--- config.mk ---
export PLATFORM = sky130hd
export DESIGN_NAME = rx_pkt_buffer
export DESIGN_NICKNAME = d
export VERILOG_FILES = /design/src/rtl/rx_pkt_pkg.sv /design/src/rtl/rx_byte_store.sv /design/src/rtl/rx_stat_queue.sv /design/src/rtl/rx_pkt_buffer.sv
export SDC_FILE = /design/constraint.sdc
export NUM_CORES = 1
export LEC_CHECK = 0
export ABC_CLOCK_PERIOD_IN_PS = 11940
export BUFFER_PORTS_ARGS = -buffer_cell sky130_fd_sc_hd__buf_2
export CAP_MARGIN = 40
export CORE_UTILIZATION = 45
export CTS_CLUSTER_SIZE = 25
export DETAILED_ROUTE_END_ITERATION = 10
export GPL_ROUTABILITY_DRIVEN = 1
export PLACE_DENSITY_LB_ADDON = 0.05
export SYNTH_ARGS = -nofsm -noshare
export SYNTH_HDL_FRONTEND = slang
export SYNTH_SLANG_ARGS = --single-unit
--- constraint.sdc ---
create_clock -name clk -period 11.94 [get_ports clk]
set_clock_uncertainty 0.2 [all_clocks]
set_input_delay 3.582 -clock clk [delete_from_list [all_inputs] [get_ports clk]]
set_output_delay 3.582 -clock clk [all_outputs]
set_load 0.01 [all_outputs]
--- src/rtl/rx_pkt_pkg.sv ---
package rx_pkt_pkg;

  localparam int LEN_W = 11;

  typedef struct packed {
    logic             err;
    logic [2:0]       etype;
    logic [LEN_W-1:0] len;
  } rx_stat_t;

  localparam int STAT_W = $bits(rx_stat_t);

  // Offered byte count, saturating at the field maximum.
  function automatic logic [LEN_W-1:0] len_bump(input logic [LEN_W-1:0] cur,
                                                input logic inc);
    if (&cur) return cur;
    return cur + {{(LEN_W-1){1'b0}}, inc};
  endfunction

  // Host-visible status word; bit 15 marks "nothing finished at the head".
  function automatic logic [15:0] status_word(input logic have_head,
                                              input rx_stat_t s);
    if (!have_head) return 16'h8000;
    return {1'b0, s.err, s.etype, s.len};
  endfunction

endpackage

--- src/rtl/rx_byte_store.sv ---
module rx_byte_store #(
  parameter int DEPTH = 64,
  localparam int AW = $clog2(DEPTH),
  localparam int CW = AW + 1
) (
  input  logic          clk,
  input  logic          rst_n,
  input  logic          clr,
  input  logic          push,
  input  logic [7:0]    push_byte,
  input  logic [CW-1:0] pop_amt,
  output logic [CW-1:0] used,
  output logic [7:0]    head_lo,
  output logic [7:0]    head_hi
);

  logic [7:0]    mem [DEPTH];
  logic [AW-1:0] wr_ptr, rd_ptr;
  logic [AW-1:0] rd_ptr_nx1;

  assign rd_ptr_nx1 = rd_ptr + 1'b1;
  assign head_lo    = mem[rd_ptr];
  assign head_hi    = mem[rd_ptr_nx1];

  always_ff @(posedge clk) begin
    if (push) mem[wr_ptr] <= push_byte;
  end

  always_ff @(posedge clk or negedge rst_n) begin
    if (!rst_n) begin
      wr_ptr <= '0;
      rd_ptr <= '0;
      used   <= '0;
    end else if (clr) begin
      wr_ptr <= '0;
      rd_ptr <= '0;
      used   <= '0;
    end else begin
      if (push) wr_ptr <= wr_ptr + 1'b1;
      rd_ptr <= rd_ptr + pop_amt[AW-1:0];
      used   <= used + {{(CW-1){1'b0}}, push} - pop_amt;
    end
  end

  AST_POP_WITHIN_USED: assert property (@(posedge clk) disable iff (!rst_n)
    !clr |-> pop_amt <= used);
  AST_PUSH_HAS_ROOM: assert property (@(posedge clk) disable iff (!rst_n)
    push |-> used < CW'(DEPTH));

endmodule

--- src/rtl/rx_stat_queue.sv ---
module rx_stat_queue #(
  parameter int DEPTH = 8,
  parameter int W     = 16,
  localparam int IW   = (DEPTH > 1) ? $clog2(DEPTH) : 1,
  localparam int NW   = $clog2(DEPTH + 1)
) (
  input  logic          clk,
  input  logic          rst_n,
  input  logic          clr,
  input  logic          push,
  input  logic [W-1:0]  push_data,
  input  logic          pop,
  output logic [W-1:0]  head,
  output logic [NW-1:0] count
);

  logic [W-1:0]  slot [DEPTH];
  logic [IW-1:0] wi, ri;

  function automatic logic [IW-1:0] wrap_inc(input logic [IW-1:0] i);
    return (i == IW'(DEPTH - 1)) ? '0 : i + 1'b1;
  endfunction

  assign head = slot[ri];

  always_ff @(posedge clk) begin
    if (push) slot[wi] <= push_data;
  end

  always_ff @(posedge clk or negedge rst_n) begin
    if (!rst_n) begin
      wi <= '0; ri <= '0; count <= '0;
    end else if (clr) begin
      wi <= '0; ri <= '0; count <= '0;
    end else begin
      if (push) wi <= wrap_inc(wi);
      if (pop)  ri <= wrap_inc(ri);
      count <= count + {{(NW-1){1'b0}}, push} - {{(NW-1){1'b0}}, pop};
    end
  end

  AST_NO_QUEUE_OVERFLOW: assert property (@(posedge clk) disable iff (!rst_n)
    (push && !pop && !clr) |-> count < NW'(DEPTH));
  AST_POP_NONEMPTY: assert property (@(posedge clk) disable iff (!rst_n)
    (pop && !clr) |-> count != '0);

endmodule

--- src/rtl/rx_pkt_buffer.sv ---
module rx_pkt_buffer #(
  parameter int DATA_DEPTH = 64,
  parameter int STAT_DEPTH = 8,
  parameter int OVR_RESUME = 4
) (
  input  logic        clk,
  input  logic        rst_n,
  input  logic        rx_reset,
  input  logic        wr_byte_en,
  input  logic [7:0]  wr_byte,
  input  logic        wr_end,
  input  logic        wr_err,
  input  logic [2:0]  wr_err_type,
  input  logic        host_rd,
  input  logic        host_discard,
  output logic [15:0] host_status,
  output logic [15:0] host_data,
  output logic        rx_complete,
  output logic        fl_receiving,
  output logic        fl_overrun,
  output logic        fl_stat_overrun,
  output logic        fl_underrun,
  output logic        adapter_fail
);
  import rx_pkt_pkg::*;

  localparam int AW = $clog2(DATA_DEPTH);
  localparam int CW = AW + 1;
  localparam int NW = $clog2(STAT_DEPTH + 1);
  localparam int EW = STAT_W + CW;

  // Packet-in-progress state
  logic             in_pkt, pkt_drop, pkt_ovr;
  logic [LEN_W-1:0] pkt_len;
  logic [CW-1:0]    pkt_stored;
  logic [CW-1:0]    rd_off;
  logic             ovr_flag, unr_flag, fail_q, cmpl_q;

  // Named internal events
  logic          q_full, q_has, drop_now, byte_try, byte_acc, byte_ref;
  logic          ovr_any, commit, do_discard, rd_two, rd_one, rd_bad;
  logic [CW-1:0] used, free_cnt, head_stored, avail, pop_amt;
  logic [NW-1:0] q_count;
  logic [EW-1:0] q_head, q_push;
  logic [7:0]    b_lo, b_hi;
  rx_stat_t      new_stat, head_stat;
  logic [CW-1:0] head_entry_stored;

  assign q_full   = (q_count == NW'(STAT_DEPTH));
  assign q_has    = (q_count != '0);
  assign drop_now = in_pkt ? pkt_drop : q_full;
  assign free_cnt = CW'(DATA_DEPTH) - used;
  assign byte_try = wr_byte_en && !drop_now;
  assign byte_acc = byte_try && !ovr_flag && (used < CW'(DATA_DEPTH));
  assign byte_ref = byte_try && !byte_acc;
  assign ovr_any  = pkt_ovr || byte_ref;
  assign commit   = wr_end && !drop_now;

  assign new_stat.err   = wr_err || ovr_any;
  assign new_stat.etype = ovr_any ? 3'b000 : wr_err_type;
  assign new_stat.len   = len_bump(pkt_len, wr_byte_en);
  assign q_push = {new_stat, pkt_stored + {{(CW-1){1'b0}}, byte_acc}};

  assign {head_stat, head_entry_stored} = q_head;
  assign head_stored = q_has ? head_entry_stored : pkt_stored;
  assign avail       = head_stored - rd_off;

  assign do_discard = host_discard && q_has;
  assign rd_two = host_rd && !host_discard && (avail >= CW'(2));
  assign rd_one = host_rd && !host_discard && q_has && (avail == CW'(1));
  assign rd_bad = host_rd && !host_discard && !rd_two && !rd_one;

  always_comb begin
    pop_amt = '0;
    if (do_discard)  pop_amt = avail;
    else if (rd_two) pop_amt = CW'(2);
    else if (rd_one) pop_amt = CW'(1);
  end

  rx_byte_store #(.DEPTH(DATA_DEPTH)) u_store (
    .clk(clk), .rst_n(rst_n), .clr(rx_reset),
    .push(byte_acc), .push_byte(wr_byte), .pop_amt(pop_amt),
    .used(used), .head_lo(b_lo), .head_hi(b_hi)
  );

  rx_stat_queue #(.DEPTH(STAT_DEPTH), .W(EW)) u_queue (
    .clk(clk), .rst_n(rst_n), .clr(rx_reset),
    .push(commit), .push_data(q_push), .pop(do_discard),
    .head(q_head), .count(q_count)
  );

  always_ff @(posedge clk or negedge rst_n) begin
    if (!rst_n) begin
      in_pkt <= 1'b0; pkt_drop <= 1'b0; pkt_ovr <= 1'b0;
      pkt_len <= '0; pkt_stored <= '0; rd_off <= '0;
      ovr_flag <= 1'b0; unr_flag <= 1'b0; fail_q <= 1'b0; cmpl_q <= 1'b0;
    end else if (rx_reset) begin
      in_pkt <= 1'b0; pkt_drop <= 1'b0; pkt_ovr <= 1'b0;
      pkt_len <= '0; pkt_stored <= '0; rd_off <= '0;
      ovr_flag <= 1'b0; unr_flag <= 1'b0; fail_q <= 1'b0; cmpl_q <= 1'b0;
    end else begin
      cmpl_q <= commit;
      fail_q <= rd_bad;
      if (rd_bad) unr_flag <= 1'b1;
      if (byte_try && used == CW'(DATA_DEPTH)) ovr_flag <= 1'b1;
      else if (ovr_flag && free_cnt >= CW'(OVR_RESUME)) ovr_flag <= 1'b0;
      if (wr_end) begin
        in_pkt <= 1'b0; pkt_drop <= 1'b0; pkt_ovr <= 1'b0;
        pkt_len <= '0; pkt_stored <= '0;
      end else begin
        if (wr_byte_en && !in_pkt) begin
          in_pkt   <= 1'b1;
          pkt_drop <= q_full;
        end
        if (byte_ref) pkt_ovr <= 1'b1;
        if (byte_try) pkt_len <= len_bump(pkt_len, 1'b1);
        if (byte_acc) pkt_stored <= pkt_stored + 1'b1;
      end
      if (do_discard) rd_off <= '0;
      else            rd_off <= rd_off + pop_amt;
    end
  end

  assign host_status     = status_word(q_has, head_stat);
  assign host_data       = {rd_one ? 8'h00 : ((q_has && avail == CW'(1)) ? 8'h00 : b_hi), b_lo};
  assign rx_complete     = cmpl_q;
  assign fl_receiving    = in_pkt;
  assign fl_overrun      = ovr_flag;
  assign fl_stat_overrun = q_full;
  assign fl_underrun     = unr_flag;
  assign adapter_fail    = fail_q;

  AST_UNDERRUN_STICKY: assert property (@(posedge clk) disable iff (!rst_n)
    (fl_underrun && !rx_reset) |=> fl_underrun);
  AST_COMPLETE_SHOWS_ENTRY: assert property (@(posedge clk) disable iff (!rst_n)
    rx_complete |-> !host_status[15]);
  AST_FULL_NO_COMMIT: assert property (@(posedge clk) disable iff (!rst_n)
    (fl_stat_overrun && !rx_reset) |=> !rx_complete);
  AST_FAIL_WITH_FLAG: assert property (@(posedge clk) disable iff (!rst_n)
    adapter_fail |-> fl_underrun);
  AST_READ_UNDER_AVAIL: assert property (@(posedge clk) disable iff (!rst_n)
    (!rx_reset && !do_discard) |-> pop_amt <= avail);

endmodule

==> summary.txt <==
Run status
  – Outcome: finished clean

Clock tree
  – Setup Buffers After CTS: 0
  – Clk_lat worst skew: 630 ps
  – H-tree Lvls: 3
  – Resized Gates After CTS: 0
  – TritonCTS Buffers: 83
  – Root buf cell: clkbuf_16
  – Reg clk slew, reported paths: 60 ps
  – CTS Hold Bufs: 0
  – Clock buffer depth: 3
  – CTS tree: done
  – Clk sinks: 749

GRT
  – Largest net degree at the start of global routing: 135
  – Total global routing overflow: 0
  – First-pass GRT wire length: 131000 um
  – GRT Total Usage: 23.3%
  – Initial antenna violation count: 6
  – Vias in the first global route: 19200

Worst setup path
  – Worst EP required: 8160 ps
  – Crit path DAT: 5090 ps
  – CP startpoint: u_store.rd_ptr[0]
  – Worst setup EP type: primary output
  – Crit path kind: flip-flop to primary output
  – Crit Path Max Fanout: 134
  – CP Launch Type: flip-flop
  – Critical R2R Launch: u_queue.ri[0]
  – Reg2reg path depth: 23

Timing
  – Final Critical Period: 8870 ps
  – Setup-failing EPs final: 0
  – Fmax: 0.113 GHz
  – Slew @ Worst Pin: 923 ps
  – Fin crit share: 74.3%
  – Slew headroom: 38.5%
  – Final slew viol count: 0
  – Final Hold Viols: 0
  – Total Negative Setup Slacks: 0 ps
  – Unrepaired setup endpoints after global routing: no

Logic synthesis
  – Synthesized area: 34800 sq um
  – Distinct cells, synth: 57
  – Post-synth ARST share: 8.14%
  – Avg Inst Size Synth: 18.7 sq um
  – Seq cells post-synth: 749
  – Syn_nets: 1932
  – EDFF count, synth: 688
  – Post-Syn Instances: 1859
  – Main synth FF type: edfxtp_1
  – Synth warn: 0
  – Post-synthesis sequential area ratio: 63.8%

Power
  – PD cells: 229 nW/um^2
  – Max VDD drop: 158 uV
  – Tot Pwr: 9130 uW
  – P_leak: 0.0129 uW

Finish
  – Nets: 2062
  – Finished Cell Area: 39800 sq um
  – Layout Utilization: 52.3%
  – Fill cells: 6077
  – Layout cell share with drive strength beyond 1: 32.4%
  – # diodes: 0
  – Area Growth Syn to Fin: 14.5%

Floorplan
  – Die W: 280 um
  – Ports: 57
  – Initial Utilization: 45.7%
  – Row count: 101
  – Die area: 78400 sq um
  – Core area: 76200 sq um
  – Die Y: 280 um

Detailed routing
  – Detailed-route DRC error count: 0
  – Via Count: 18600
  – WL/cell: 28.7 um
  – Pre-antenna DRT Iters: 5
  – DR iter-0 viols: 1658
  – DRT antenna net count: 0
  – Drt total wl: 88700 um
  – Vias/cell: 6.03

Hold path
  – HP Start: pkt_drop
  – Hold depth: 2
  – HP Class: flip-flop to flip-flop

Placed design
  – RD Place Congestion: 0.819
  – Cell Area, Placed: 37100 sq um
  – Post-DP HPWL: 57500 um
  – Port bufs: 56

Job
  – Max-Cap Viols: 0
==> placed cells by master (no fill, tap or decap), types with 30 or more instances in the layout <==
cell,synthesis,layout
edfxtp_1,688,688
clkbuf_16,0,84
dfrtp_1,61,55
nand2_1,43,43
nor2_1,147,144
ha_1,49,48
a21oi_1,37,37
mux4_2,347,347
mux2i_1,70,70
xnor2_1,33,30
buf_4,1,74
buf_2,23,57
inv_1,35,35
==> flip-flops by register name, summed over array words and instances, names as in the netlist, 4 cells and up <==
name and count:
pkt_len 11, pkt_stored 7, rd_off 7, u_queue.count 4
u_queue.slot 176, u_store.mem 512, u_store.rd_ptr 6, u_store.used 7
u_store.wr_ptr 6
==> worst max-delay path, stage by stage, from the launching register on <==
cell and delay [ps]:
dfrtp_4 770, buf_12 690, buf_4 820, mux4_2 410, mux4_2 520, nor2b_1 150
a211oi_1 650, a211oi_1 130, buf_2 180
==> cells in the mapped netlist (17+ instances only) <==
master    count  area share [%]
a211oi_1     17            0.37
a21oi_1      37            0.53
buf_1        26            0.28
buf_2        23            0.33
clkbuf_1     68            0.73
dfrtp_1      61             4.4
edfxtp_1    688              59
ha_1         49             1.8
inv_1        35            0.38
mux2i_1      70             2.0
mux4_2      347              22
nand2_1      43            0.46
nand3_1      20            0.29
nor2_1      147             1.6
nor2b_1      17            0.31
nor3_1       17            0.24
xnor2_1      33            0.83
xor2_1       18            0.45
==> stage by stage <==
stage	setup WS, ps	cells	hold WS, ps
finish	3070	3088	331
global placement	3430	2882	302
detailed placement	3700	2933	320
CTS	3040	3087	333
global route	2800	3088	388
floorplan	4230	1859	286
==> cells by family after synthesis <==
family | count (synthesis) | share of synthesized area (%)
fa+ha+maj | 54 | 2.05
xor+xnor | 52 | 1.35
buf+inv | 156 | 1.80
mux | 419 | 24.5
compound gates | 124 | 2.37
flops | 749 | 63.8
simple gates | 305 | 4.11
==> power breakdown <==
part,switching [uW],leakage [uW],internal [uW]
clock network,1050,0.00135,1550
logic,1730,0.00442,1720
registers,120,0.00710,2960
total,2900,0.0129,6230
==> layer usage <==
metal	up-vias	global-route usage [%]	routed length [um]
met4	4	7.19	2270
li1	7998	-	-
met1	9902	30.3	35100
met2	579	39.7	45500
met5	-	0	27
met3	129	4.48	5760
==> cell type report <==
type	instances	area, sq um	area share, %
Sequential cell	749	22200	55.7
Multi-Input combinational cell	954	12100	30.3
Clock buffer	103	2200	5.53
Timing Repair Buffer	164	1370	3.44
Tap cell	1030	1290	3.23
Clock inverter	51	578	1.45
Inverter	37	139	0.349
==> worst paths after layout <==
kind	end	slack (ps)
min in group asynchronous	pkt_len[6]	2710
worst max-delay path	host_data[13]	3070
worst max register to register	u_store.used[6]	4930
worst min register to register	pkt_drop	330
worst min-delay path	pkt_drop	330
max in group asynchronous	u_store.rd_ptr[1]	8210
No activity file was read; power rests on OpenSTA's default activity.
